`config.mk`:
```
export PLATFORM = sky130hd
export DESIGN_NAME = gpio8_apb
export DESIGN_NICKNAME = d
export VERILOG_FILES = /design/src/rtl/gpio8_pkg.sv /design/src/rtl/gpio8_sync.sv /design/src/rtl/gpio8_bus_fsm.sv /design/src/rtl/gpio8_irq.sv /design/src/rtl/gpio8_apb.sv
export SDC_FILE = /design/constraint.sdc
export NUM_CORES = 1
export LEC_CHECK = 0
export ABC_AREA = 0
export BUFFER_PORTS_ARGS = -buffer_cell sky130_fd_sc_hd__clkbuf_2
export CORE_AREA = 5 5 144 146
export CTS_BUF_LIST = sky130_fd_sc_hd__clkbuf_8 sky130_fd_sc_hd__clkbuf_16
export DETAILED_ROUTE_END_ITERATION = 10
export DIE_AREA = 0 0 149 151
export MAX_ROUTING_LAYER = met4
export SLEW_MARGIN = 30
export SYNTH_ARGS = -nofsm -noshare
export SYNTH_HDL_FRONTEND = slang
export SYNTH_SLANG_ARGS = --single-unit
```
`constraint.sdc`:
```
create_clock -name clk -period 3.4 [get_ports clk]
set_input_delay 0.17 -clock clk [delete_from_list [all_inputs] [get_ports clk]]
set_output_delay 0.17 -clock clk [all_outputs]
set_load 0.01 [all_outputs]
```
`src/rtl/gpio8_pkg.sv`:
```
package gpio8_pkg;

    localparam int ADDR_W = 12;

    typedef enum logic [1:0] {
        BUS_IDLE,
        BUS_SETUP,
        BUS_ACCESS
    } bus_state_t;

    typedef enum logic [3:0] {
        SEL_DATA,
        SEL_DIR,
        SEL_SENSE,
        SEL_BOTH,
        SEL_POL,
        SEL_EN,
        SEL_RAW,
        SEL_MSK,
        SEL_CLR,
        SEL_MODE,
        SEL_NONE
    } reg_sel_t;

    localparam logic [ADDR_W-1:0] OFS_DIR   = 12'h400;
    localparam logic [ADDR_W-1:0] OFS_SENSE = 12'h404;
    localparam logic [ADDR_W-1:0] OFS_BOTH  = 12'h408;
    localparam logic [ADDR_W-1:0] OFS_POL   = 12'h40C;
    localparam logic [ADDR_W-1:0] OFS_EN    = 12'h410;
    localparam logic [ADDR_W-1:0] OFS_RAW   = 12'h414;
    localparam logic [ADDR_W-1:0] OFS_MSK   = 12'h418;
    localparam logic [ADDR_W-1:0] OFS_CLR   = 12'h41C;
    localparam logic [ADDR_W-1:0] OFS_MODE  = 12'h420;

    function automatic reg_sel_t decode_addr(input logic [ADDR_W-1:0] a);
        reg_sel_t s;
        if (a[1:0] != 2'b00) begin
            s = SEL_NONE;
        end else if (a[ADDR_W-1:10] == '0) begin
            s = SEL_DATA;
        end else begin
            case (a)
                OFS_DIR:   s = SEL_DIR;
                OFS_SENSE: s = SEL_SENSE;
                OFS_BOTH:  s = SEL_BOTH;
                OFS_POL:   s = SEL_POL;
                OFS_EN:    s = SEL_EN;
                OFS_RAW:   s = SEL_RAW;
                OFS_MSK:   s = SEL_MSK;
                OFS_CLR:   s = SEL_CLR;
                OFS_MODE:  s = SEL_MODE;
                default:   s = SEL_NONE;
            endcase
        end
        return s;
    endfunction

endpackage

```
`src/rtl/gpio8_sync.sv`:
```
module gpio8_sync #(
    parameter int W      = 8,
    parameter int STAGES = 2
) (
    input  logic         clk,
    input  logic         rst_n,
    input  logic [W-1:0] din,
    output logic [W-1:0] dout
);
    logic [STAGES-1:0][W-1:0] stg;

    always_ff @(posedge clk or negedge rst_n) begin
        if (!rst_n) begin
            stg <= '0;
        end else begin
            stg <= {stg[STAGES-2:0], din};
        end
    end

    assign dout = stg[STAGES-1];
endmodule

```
`src/rtl/gpio8_bus_fsm.sv`:
```
module gpio8_bus_fsm
    import gpio8_pkg::*;
(
    input  logic              clk,
    input  logic              rst_n,
    input  logic              psel,
    input  logic              penable,
    input  logic              pwrite,
    input  logic [ADDR_W-1:0] paddr,
    output logic              wr_en,
    output logic              rd_en,
    output reg_sel_t          sel
);
    bus_state_t state, state_nx;

    always_ff @(posedge clk or negedge rst_n) begin
        if (!rst_n) begin
            state <= BUS_IDLE;
        end else begin
            state <= state_nx;
        end
    end

    always_comb begin
        state_nx = BUS_IDLE;
        unique case (state)
            BUS_IDLE:   state_nx = (psel && !penable) ? BUS_SETUP : BUS_IDLE;
            BUS_SETUP: begin
                if (psel && penable)  state_nx = BUS_ACCESS;
                else if (psel)        state_nx = BUS_SETUP;
                else                  state_nx = BUS_IDLE;
            end
            BUS_ACCESS: state_nx = (psel && !penable) ? BUS_SETUP : BUS_IDLE;
            default:    state_nx = BUS_IDLE;
        endcase
    end

    always_comb begin
        wr_en = 1'b0;
        rd_en = 1'b0;
        if (state == BUS_SETUP && psel && penable) begin
            wr_en = pwrite;
            rd_en = !pwrite;
        end
        sel = decode_addr(paddr);
    end
endmodule

```
`src/rtl/gpio8_irq.sv`:
```
module gpio8_irq #(
    parameter int N = 8
) (
    input  logic         clk,
    input  logic         rst_n,
    input  logic [N-1:0] lvl,
    input  logic [N-1:0] sense,
    input  logic [N-1:0] both,
    input  logic [N-1:0] pol,
    input  logic [N-1:0] en,
    input  logic         clr_wr,
    input  logic [N-1:0] clr_bits,
    output logic [N-1:0] raw,
    output logic [N-1:0] masked,
    output logic         irq
);
    logic [N-1:0] prev_q;
    logic [N-1:0] latch_q;
    logic [N-1:0] hit;

    always_ff @(posedge clk or negedge rst_n) begin
        if (!rst_n) prev_q <= '0;
        else        prev_q <= lvl;
    end

    for (genvar i = 0; i < N; i++) begin : g_pin
        logic rise, fall;
        assign rise   = lvl[i] & ~prev_q[i];
        assign fall   = ~lvl[i] & prev_q[i];
        assign hit[i] = ~sense[i] & (both[i] ? (rise | fall)
                                             : (pol[i] ? rise : fall));
        assign raw[i] = sense[i] ? ~(lvl[i] ^ pol[i]) : latch_q[i];
    end

    always_ff @(posedge clk or negedge rst_n) begin
        if (!rst_n) begin
            latch_q <= '0;
        end else begin
            latch_q <= (latch_q & ~(clr_wr ? clr_bits : '0)) | hit;
        end
    end

    assign masked = raw & en;
    assign irq    = |masked;
endmodule

```
`src/rtl/gpio8_apb.sv`:
```
module gpio8_apb
    import gpio8_pkg::*;
#(
    parameter int N_PINS = 8,
    parameter int SYNC_STAGES = 2
) (
    input  logic              clk,
    input  logic              rst_n,
    input  logic              psel,
    input  logic              penable,
    input  logic              pwrite,
    input  logic [ADDR_W-1:0] paddr,
    input  logic [N_PINS-1:0] pwdata,
    output logic [N_PINS-1:0] prdata,
    input  logic [N_PINS-1:0] pad_in,
    output logic [N_PINS-1:0] pad_out,
    output logic [N_PINS-1:0] pad_oe,
    input  logic [N_PINS-1:0] alt_out,
    input  logic [N_PINS-1:0] alt_oe,
    output logic              irq
);
    localparam int MASK_LO = 2;
    localparam int MASK_HI = MASK_LO + N_PINS - 1;

    logic              wr_en, rd_en;
    reg_sel_t          sel;
    logic [N_PINS-1:0] mask;
    logic [N_PINS-1:0] pin_s;
    logic [N_PINS-1:0] dout_q, dir_q, sense_q, both_q, pol_q, ie_q, mode_q;
    logic [N_PINS-1:0] raw_st, msk_st;

    assign mask = paddr[MASK_HI:MASK_LO];

    gpio8_bus_fsm u_fsm (
        .clk     (clk),
        .rst_n   (rst_n),
        .psel    (psel),
        .penable (penable),
        .pwrite  (pwrite),
        .paddr   (paddr),
        .wr_en   (wr_en),
        .rd_en   (rd_en),
        .sel     (sel)
    );

    gpio8_sync #(.W(N_PINS), .STAGES(SYNC_STAGES)) u_sync (
        .clk   (clk),
        .rst_n (rst_n),
        .din   (pad_in),
        .dout  (pin_s)
    );

    gpio8_irq #(.N(N_PINS)) u_irq (
        .clk      (clk),
        .rst_n    (rst_n),
        .lvl      (pin_s),
        .sense    (sense_q),
        .both     (both_q),
        .pol      (pol_q),
        .en       (ie_q),
        .clr_wr   (wr_en && sel == SEL_CLR),
        .clr_bits (pwdata),
        .raw      (raw_st),
        .masked   (msk_st),
        .irq      (irq)
    );

    always_ff @(posedge clk or negedge rst_n) begin
        if (!rst_n) begin
            dout_q  <= '0;
            dir_q   <= '0;
            sense_q <= '0;
            both_q  <= '0;
            pol_q   <= '0;
            ie_q    <= '0;
            mode_q  <= '0;
        end else if (wr_en) begin
            case (sel)
                SEL_DATA:  dout_q  <= (dout_q & ~mask) | (pwdata & mask);
                SEL_DIR:   dir_q   <= pwdata;
                SEL_SENSE: sense_q <= pwdata;
                SEL_BOTH:  both_q  <= pwdata;
                SEL_POL:   pol_q   <= pwdata;
                SEL_EN:    ie_q    <= pwdata;
                SEL_MODE:  mode_q  <= pwdata;
                default:   ;
            endcase
        end
    end

    always_comb begin
        prdata = '0;
        if (rd_en) begin
            case (sel)
                SEL_DATA:  prdata = pin_s & mask;
                SEL_DIR:   prdata = dir_q;
                SEL_SENSE: prdata = sense_q;
                SEL_BOTH:  prdata = both_q;
                SEL_POL:   prdata = pol_q;
                SEL_EN:    prdata = ie_q;
                SEL_RAW:   prdata = raw_st;
                SEL_MSK:   prdata = msk_st;
                SEL_MODE:  prdata = mode_q;
                default:   prdata = '0;
            endcase
        end
    end

    for (genvar i = 0; i < N_PINS; i++) begin : g_pad
        assign pad_out[i] = mode_q[i] ? alt_out[i] : dout_q[i];
        assign pad_oe[i]  = mode_q[i] ? alt_oe[i]  : dir_q[i];
    end
endmodule

```
# After elaboration in Yosys (flattened, before gate mapping)
# Index checks and enable logic that the tools add are counted.
dict set report word_totals {
  regBits 90
  input_bits 49
  output_inout_bits 25
  word_cells 185
}
dict set report op_classes {
  n_eq_ne 20
  mux 52
  bitwise_logic 81
  reduce_logical 20
}
# op n
set op_table {}
lappend op_table {{$eq A12 B11 Y1 const B} 9}
lappend op_table {{$pmux W8 S9} 1}
lappend op_table {{$mux W1} 44}
lappend op_table {{$and A8 B8 Y8} 5}
lappend op_table {{$pmux W4 S9} 1}
lappend op_table {{$not A1 Y1} 32}
lappend op_table {{$and A1 B1 Y1} 24}
lappend op_table {{$eq A4 B3 Y1 const B} 4}
lappend op_table {{$mux W8} 2}
lappend op_table {{$not A8 Y8} 2}
lappend op_table {{$or A8 B8 Y8} 2}
lappend op_table {{$reduce_and A2 Y1} 7}
lappend op_table {{$eq A4 B2 Y1 const B} 2}
lappend op_table {{$eq A4 B4 Y1 const B} 2}
lappend op_table {{$mux W4} 2}
lappend op_table {{$or A1 B1 Y1} 8}
lappend op_table {{$reduce_or A8 Y1} 1}
lappend op_table {{$xor A1 B1 Y1} 8}
lappend op_table {{$logic_and A1 B1 Y1} 5}
lappend op_table {{$eq A4 B1 Y1 const B} 1}
lappend op_table {{$logic_not A2 Y1} 2}
lappend op_table {{$logic_not A4 Y1} 1}
lappend op_table {{$pmux W2 S2} 1}
lappend op_table {{$eq A2 B1 Y1 const B} 1}
lappend op_table {{other kinds (5)} 6}

# Logic depth before layout (Yosys ltp)
# Gate-level depths: netlist of the first run.
dict set report depth {
  ltp_word 10
  mapped_depth 9
  ltp_nobuf 6
}

# Hierarchy
# A second synthesis of the first run with hierarchy kept.
dict set report hier_totals {
  hier_cells 426
  area_unflattened_um2 4968.5
}
# module instances cells_per_inst area_per_inst_um2 seq_area_each_um2
set by_module_without_submodules {}
lappend by_module_without_submodules {gpio8_apb 1 248 3093.0 1401.3}
lappend by_module_without_submodules {gpio8_irq 1 130 1223.7 400.4}
lappend by_module_without_submodules {gpio8_sync 1 24 460.4 400.4}
lappend by_module_without_submodules {gpio8_bus_fsm 1 24 191.4 50.0}

# Worst setup path after synthesis of the first run
# No wires, ideal clock.
dict set report synth_timing {
  kind {input-to-output}
  start {input port paddr[9]}
  end {output port prdata[6]}
  arrival_ns 2.017
  required_time_ns 3.230
  path_slack_ns 1.213
  stages 8
  cell_sequence {or4b_4 or2_1 buf_6 buf_6 nor4b_2 a21oi_1 o32a_1 a21oi_2}
}
dict set report synth_via {
  elab_chain_len 7
}
# item line
set synth_rtl {}
lappend synth_rtl {{start: declaration} gpio8_apb.sv:12} ;# input logic [ADDR_W-1:0] paddr,
lappend synth_rtl {{$eq A12 B11 Y1} gpio8_pkg.sv:42} ;# case (a)
lappend synth_rtl {{$pmux W4 S9 (*)} gpio8_pkg.sv:42}
lappend synth_rtl {{$mux W4 (*)} gpio8_pkg.sv:39} ;# end else if (a[ADDR_W-1:10] == '0) begin
lappend synth_rtl {{$mux W4 (*)} gpio8_pkg.sv:37} ;# if (a[1:0] != 2'b00) begin
lappend synth_rtl {{$eq A4 B4 Y1, or another cell as far along} gpio8_apb.sv:94} ;# case (sel)
lappend synth_rtl {{$pmux W8 S9 (*)} gpio8_apb.sv:94}
lappend synth_rtl {{$mux W8 (*)} gpio8_apb.sv:93} ;# if (rd_en) begin
lappend synth_rtl {{end: declaration} gpio8_apb.sv:14} ;# output logic [N_PINS-1:0] prdata,
# Every way passes the cells marked *; elsewhere a longest branch is shown, timed or not.

# Worst setup path in the final report of the first run
dict set report layout_timing {
  start {input port paddr[9]}
  end {output port prdata[1]}
}
# The elaborated chain is that of the path after synthesis.

==> results of run 1 <==
==> cells in the final DEF, fill, tap and decap left out, types with 7 or more instances in the layout <==
cell type | netlist | final
o21ai_0 | 32 | 32
nand2_1 | 42 | 42
xnor2_1 | 8 | 8
a21o_1 | 7 | 7
ha_1 | 16 | 16
mux2_2 | 73 | 73
a31oi_1 | 7 | 7
mux2i_1 | 11 | 11
dfrtp_1 | 90 | 90
a22oi_1 | 12 | 12
a21oi_1 | 8 | 8
dlygate4sd3_1 | 0 | 10
nor2_1 | 18 | 18
buf_4 | 1 | 17
clkbuf_16 | 0 | 9
clkbuf_2 | 0 | 72
inv_1 | 30 | 30
==> flip-flops by register name (all words and copies together), names as in the netlist, named ones only <==
register       flops
both_q             8
dir_q              8
ie_q               8
mode_q             8
pol_q              8
sense_q            8
u_irq.latch_q      8
u_irq.prev_q       8
u_sync.dout        8
u_sync.stg         8
u_fsm.state        2
==> routing by layer <==
metal  part of all wire  vias up  wire, microns
li1                   -     1762              -
met4              0.022        0            293
met1               0.48     1798           6480
met5                  0        -              0
met2               0.44      106           5950
met3              0.056       19            754
==> stage by stage <==
| stage | hold slack (ps) | total power, W | cell area [sq um] | cells | setup slack [ps] |
|---|---|---|---|---|---|
| floorplan | -126 | 0.00118 | 4900 | 437 | 1210 |
| global placement | 279 | 0.00126 | 5650 | 778 | 568 |
| detailed placement | 267 | 0.00127 | 5650 | 778 | 500 |
| CTS | 19.2 | 0.00228 | 6050 | 804 | 495 |
| global route | 67.2 | 0.00234 | 6050 | 804 | 353 |
| finish | 30.2 | 0.00224 | 6050 | 804 | 517 |
==> layout make-up <==
cell class / instances / area [sq um]
well taps: 265 / 332
fillers: 2052 / 13200
multi-input cells: 303 / 2460
repair buffers: 100 / 599
inverters: 30 / 113
clock buffers: 12 / 267
flip-flops and latches: 90 / 2250
clock inverters: 4 / 32.5
==> power by group through the flow <==
stage | combinational [W] | clock [W] | sequential [W]
after CTS | 0.000155 | 0.00102 | 0.00110
final | 0.000152 | 0.000988 | 0.00110
after detailed placement | 0.000145 | 0 | 0.00112
after global routing | 0.000174 | 0.00107 | 0.00110
after global placement | 0.000143 | 0 | 0.00112
after floorplan | 0.0000655 | 0 | 0.00112
==> path summary, 6_finish.rpt <==
check                                            end  slack [ps]  depth (start not counted)
max in group asynchronous  u_irq.prev_q[1]$_DFF_PN0_        2270                          3
max                                        prdata[1]         520                          8
min in group asynchronous    u_sync.stg[7]$_DFF_PN0_         410                          2
min                         u_fsm.state[0]$_DFF_PN0_          30                          3
min reg2reg                 u_sync.dout[6]$_DFF_PN0_         350                          0
max reg2reg                    mode_q[7]$_DFFE_PN0P_        1010                          5
==> cells by family (layout without fill, tap and decap cells) <==
group	after synthesis	after routing	share of synthesized area
compound gates	92	92	0.127
xor+xnor	9	9	0.0161
fa+ha+maj	16	16	0.0409
buf+inv	44	146	0.0388
flops	90	90	0.460
mux	88	88	0.199
simple gates	98	98	0.118
==> timing repair <==
item,CTS,global route
hold buffers,10,0
endpoints found under the hold margin,87,0
gates resized for setup,0,0
==> cell usage after synthesis, types with 4 or more instances <==
master	count
nand3b_1	4
xnor2_1	8
a21o_1	7
a31oi_1	7
a221oi_1	4
nor4_4	4
mux2_2	73
dfrtp_1	90
o21ai_0	32
buf_2	5
a21oi_1	8
inv_1	30
nor2_1	18
and2_1	4
mux2i_1	11
clkbuf_1	5
ha_1	16
a22oi_1	12
nand2_1	42
mux2_1	4
==> critical path: cells and delay by family <==
kind / cells / cell delay (ps)
AO/OA/AOI/OAI: 2 / 300
buffers and inverters: 2 / 300
AND/OR/NAND/NOR: 4 / 1930
==> flow_summary.toml, run 1 <==
[outcome]
status = "completed"

[logic_synthesis]
synth_area_per_cell_sq_um = 11.2
synth_edf_count = 0
syn_inst = 437
synthTopCellsByArea = "dfrtp_1 (46%), mux2_2 (17%), ha_1 (4.1%)"
synthArstFlopShare = 1.00
synth.distinct_cells = 56
netlist.area_leader.share = 0.460
synth_nets = 502
ys.flop_type = "dfrtp_1"
ys_seq_area_frac = 0.460
synth-seq-cells = 90
yosys_warnings = 0
synth_area_sq_um = 4900
yosysTopAreaCell = "dfrtp_1"

[floorplan]
coreArea_sq_um = 19300
row_count = 51
dieArea_sq_um = 22500
die_w_microns = 149
initial_core_util = 0.254
ioPinCount = 74
die_h_microns = 151

[routing]
via_per_inst = 4.58
drtIter0Drc = 215
firstDrtPassIters = 5
drc = 0
via_count = 3685
wire_per_inst_microns = 16.8
wl_microns = 13500
postRouteAntennaNets = 0

[cells_and_area]
syn_to_final_growth_pct = 23.5
drive_gt1_frac = 0.360
n_antenna_cell = 0
fin_util = 0.314
final_nets = 599

[setup_path]
worstPathArrival_ps = 2710
max_stage_delay_ps = 660
cp_cell_sequence = "clkbuf_2, or4b_4, or2_1, nor4_1, and2_1, a2111oi_0, a31oi_1, clkbuf_2"
end_kind = "output port"
r2r-start = "u_fsm.state[1]$_DFF_PN0_"
slowest_stage = "nor4_1"
cp_data_required_time_ps = 3230
cp-startpoint = "paddr[9]"
crit_path_frequent_cell = "clkbuf_2"
worst-path-max-fanout = 14
crit_type = "in2out"
start_kind = "input port"

[timing]
fin_worst_skew_ps = 11.4
fin_crit_ps = 2880
fmax_mhz = 347
fin_crit_sh = 0.848
slew_viol_final = 0
relSlewSlack = 0.487
grt_setup_unrepaired = "false"
setup_viol = 0
worstMarginPinSlew_ps = 770
finalSetupTns_ps = 0
hold_violations = 0

[hold_path]
hold_path.startpoint = "psel"
hold_path_class = "in2reg"

[power]
netSwitchingFraction = 0.238
power_frac_comb = 0.068
ir_drop_v = 0.000218
clkPwrFrac = 0.441
netSwitchingPower_w = 0.000533
p_int_w = 0.00171
power_density_nw_per_um2 = 370
p_seq_frac = 0.491
leakagePower_nw = 2.74

[clock_network]
htreeDepth = 3
post_cts_buffers = 0
clk_pin_slew_ps = 60
cts_sinks = 90
cts-root-buf = "clkbuf_16"
cts_tree = "built"
cts_buffers = 9
clk_latency_ps = 360
clockBufferDepth = 2

[global_routing]
grt-busiest-layer = "met2"
grt_pass1_vias = 3738
use_met2 = 0.187
overflow = 0
grt_antenna_before_repair = 0
grtUsageMet1 = 0.172
grt_max_degree = 80
grt_pass1_wl_microns = 21100
met3_usage = 0.0326
grt_usage = 0.129

[placed_design]
io_buffers = 73
place.gp.congestion = 0.879
hpwl_microns = 9960

[run]
drv_cap = 0
Power figures use the tool's default switching activity.
==> inputs of run 2 (changes only) <==
Clock period 3.4 ns to 2.55 ns, I/O delays scaled along.
==> flow_summary.toml, run 2 (synthesis results as in run 1) <==
[timing]
slew_viol_final = 0
fin_crit_sh = 0.951
fin_worst_skew_ps = 4.76
worstMarginPinSlew_ps = 662
relSlewSlack = 0.559
fmax_mhz = 412
hold_violations = 0
setup_viol = 0
fin_crit_ps = 2430
hold_ws_ps = 112

[placed_design]
placed_cell_area_sq_um = 5900
io_buffers = 73
hpwl_microns = 10800
place.gp.congestion = 0.897

[power]
power_density_nw_per_um2 = 457
finalPower_w = 0.00290
power_frac_comb = 0.077
netSwitchingFraction = 0.236
ir_drop_v = 0.000320
leakagePower_nw = 2.94
p_seq_frac = 0.506
netSwitchingPower_w = 0.000685
clkPwrFrac = 0.416
p_int_w = 0.00222

[setup_path]
rr_endpoint = "both_q[2]$_DFFE_PN0P_"
max_stage_delay_ps = 590
r2r-start = "u_fsm.state[1]$_DFF_PN0_"
ff2ff_path_depth = 6
start_kind = "input port"
cp_data_required_time_ps = 2420
crit_type = "in2out"
slowest_stage = "or4b_4"
cp_cell_sequence = "clkbuf_2, or4b_4, or2_1, nor4_1, nand2b_1, buf_4, a21o_1, a31oi_1, clkbuf_2"
worstPathArrival_ps = 2300
worst-path-max-fanout = 5
r2r_slack_ps = 240
crit_path_frequent_cell = "clkbuf_2"
end_kind = "output port"

[cells_and_area]
final_nets = 634
nFillCells = 2017
layout_commonest_cell = "dfrtp_1"
syn_to_final_growth_pct = 29.5
final_cell_mix = "dfrtp_1 (90), mux2_2 (73), clkbuf_2 (70)"
multi_input_area_sq_um = 2510
n_antenna_cell = 0
drive_gt1_frac = 0.402
register_area_sq_um = 2250
stdcell_area_sq_um = 6340
fin_util = 0.329

[routing]
drtIter0Drc = 209
wl_microns = 14000
wire_per_inst_microns = 16.6
via_per_inst = 4.55
postRouteAntennaNets = 0
via_count = 3819
firstDrtPassIters = 4
drc = 0

[floorplan]
coreArea_sq_um = 19300
initial_core_util = 0.254
dieArea_sq_um = 22500
die_w_microns = 149
row_count = 51
ioPinCount = 74
die_h_microns = 151

[global_routing]
overflow = 0
grt_antenna_before_repair = 0
grt_pass1_wl_microns = 22100
grt_max_degree = 72
grt_usage = 0.132
grt_pass1_vias = 4000

[clock_network]
clockBufferDepth = 2
clk_latency_ps = 350
htreeDepth = 3
cts_tree = "built"
cts_sinks = 90
cts-root-buf = "clkbuf_16"
clk_pin_slew_ps = 60
cts_buffers = 9

[hold_path]
hold_path.startpoint = "pwdata[3]"
hold_path_class = "in2reg"
holdPathEnd = "ie_q[3]$_DFFE_PN0P_"
hold_depth = 3

[outcome]
status = "completed"

[run]
drv_cap = 0
-- run 2: cell types whose count changed in the layout (fill, tap and decap cells not counted), moves of 2 or more --
cell,previous run,this run
buf_2,0,2
a2111oi_2,0,2
buf_4,17,50
a31oi_2,0,3
clkbuf_2,72,70
a31oi_1,7,4
clkbuf_8,3,1
inv_1,30,34
a2111oi_0,2,0
-- run 2: worst max-delay path, delay by kind of cell --
kind / cells / cell delay [ps]
and+or+nand+nor: 4 / 1270
AOI/OAI and AO/OA: 2 / 420
buffers and inverters: 3 / 470
-- run 2: power groups by stage --
stage               Clock (W)  Combinational [W]  Sequential [W]
global placement            0           0.000208         0.00150
detailed placement          0           0.000211         0.00150
finish                0.00121           0.000225         0.00147
global route          0.00131           0.000253         0.00147
CTS                   0.00125           0.000226         0.00147
floorplan                   0          0.0000874         0.00149
-- run 2: how the worst max path moves through the flow --
stage	to	slack, ps	startpoint
after floorplan	dir_q[1]$_DFFE_PN0P_	430	paddr[5]
after global placement	prdata[5]	80	paddr[9]
after detailed placement	prdata[1]	40	paddr[9]
after CTS	prdata[1]	20	paddr[9]
after global routing	prdata[1]	-20	paddr[11]
final	prdata[5]	120	paddr[11]
-- run 2: layout make-up --
cell class / instances / area share
inverters: 30 / 0.0177
clock inverters: 6 / 0.00434
well taps: 265 / 0.0523
clock buffers: 10 / 0.0377
multi-input cells: 303 / 0.396
flip-flops and latches: 90 / 0.355
repair buffers: 135 / 0.137
-- run 2: stage by stage --
step / worst slack, ps / TNS, ps / instances
6_report: 124 / 0 / 839
2_1_floorplan: 426 / 0 / 437
4_1_cts: 20.0 / 0 / 838
5_1_grt: -16.2 / -20.6 / 839
3_5_place_dp: 44.5 / 0 / 811
3_3_place_gp: 76.5 / 0 / 811
-- run 2: what timing repair did --
item / 4_1_cts / 5_1_grt
buffers inserted: 0 / 1
hold buffers: 11 / 0
endpoints found under the setup margin: 0 / 4
resized for setup: 0 / 15
endpoints found under the hold margin: 78 / 0
-- run 2: layer usage --
metal / wire, microns / GRT usage / share of wire
met5: 0 / - / 0
met4: 267 / 0.0426 / 0.019
met3: 915 / 0.0320 / 0.066
met2: 6280 / 0.197 / 0.45
met1: 6500 / 0.178 / 0.47
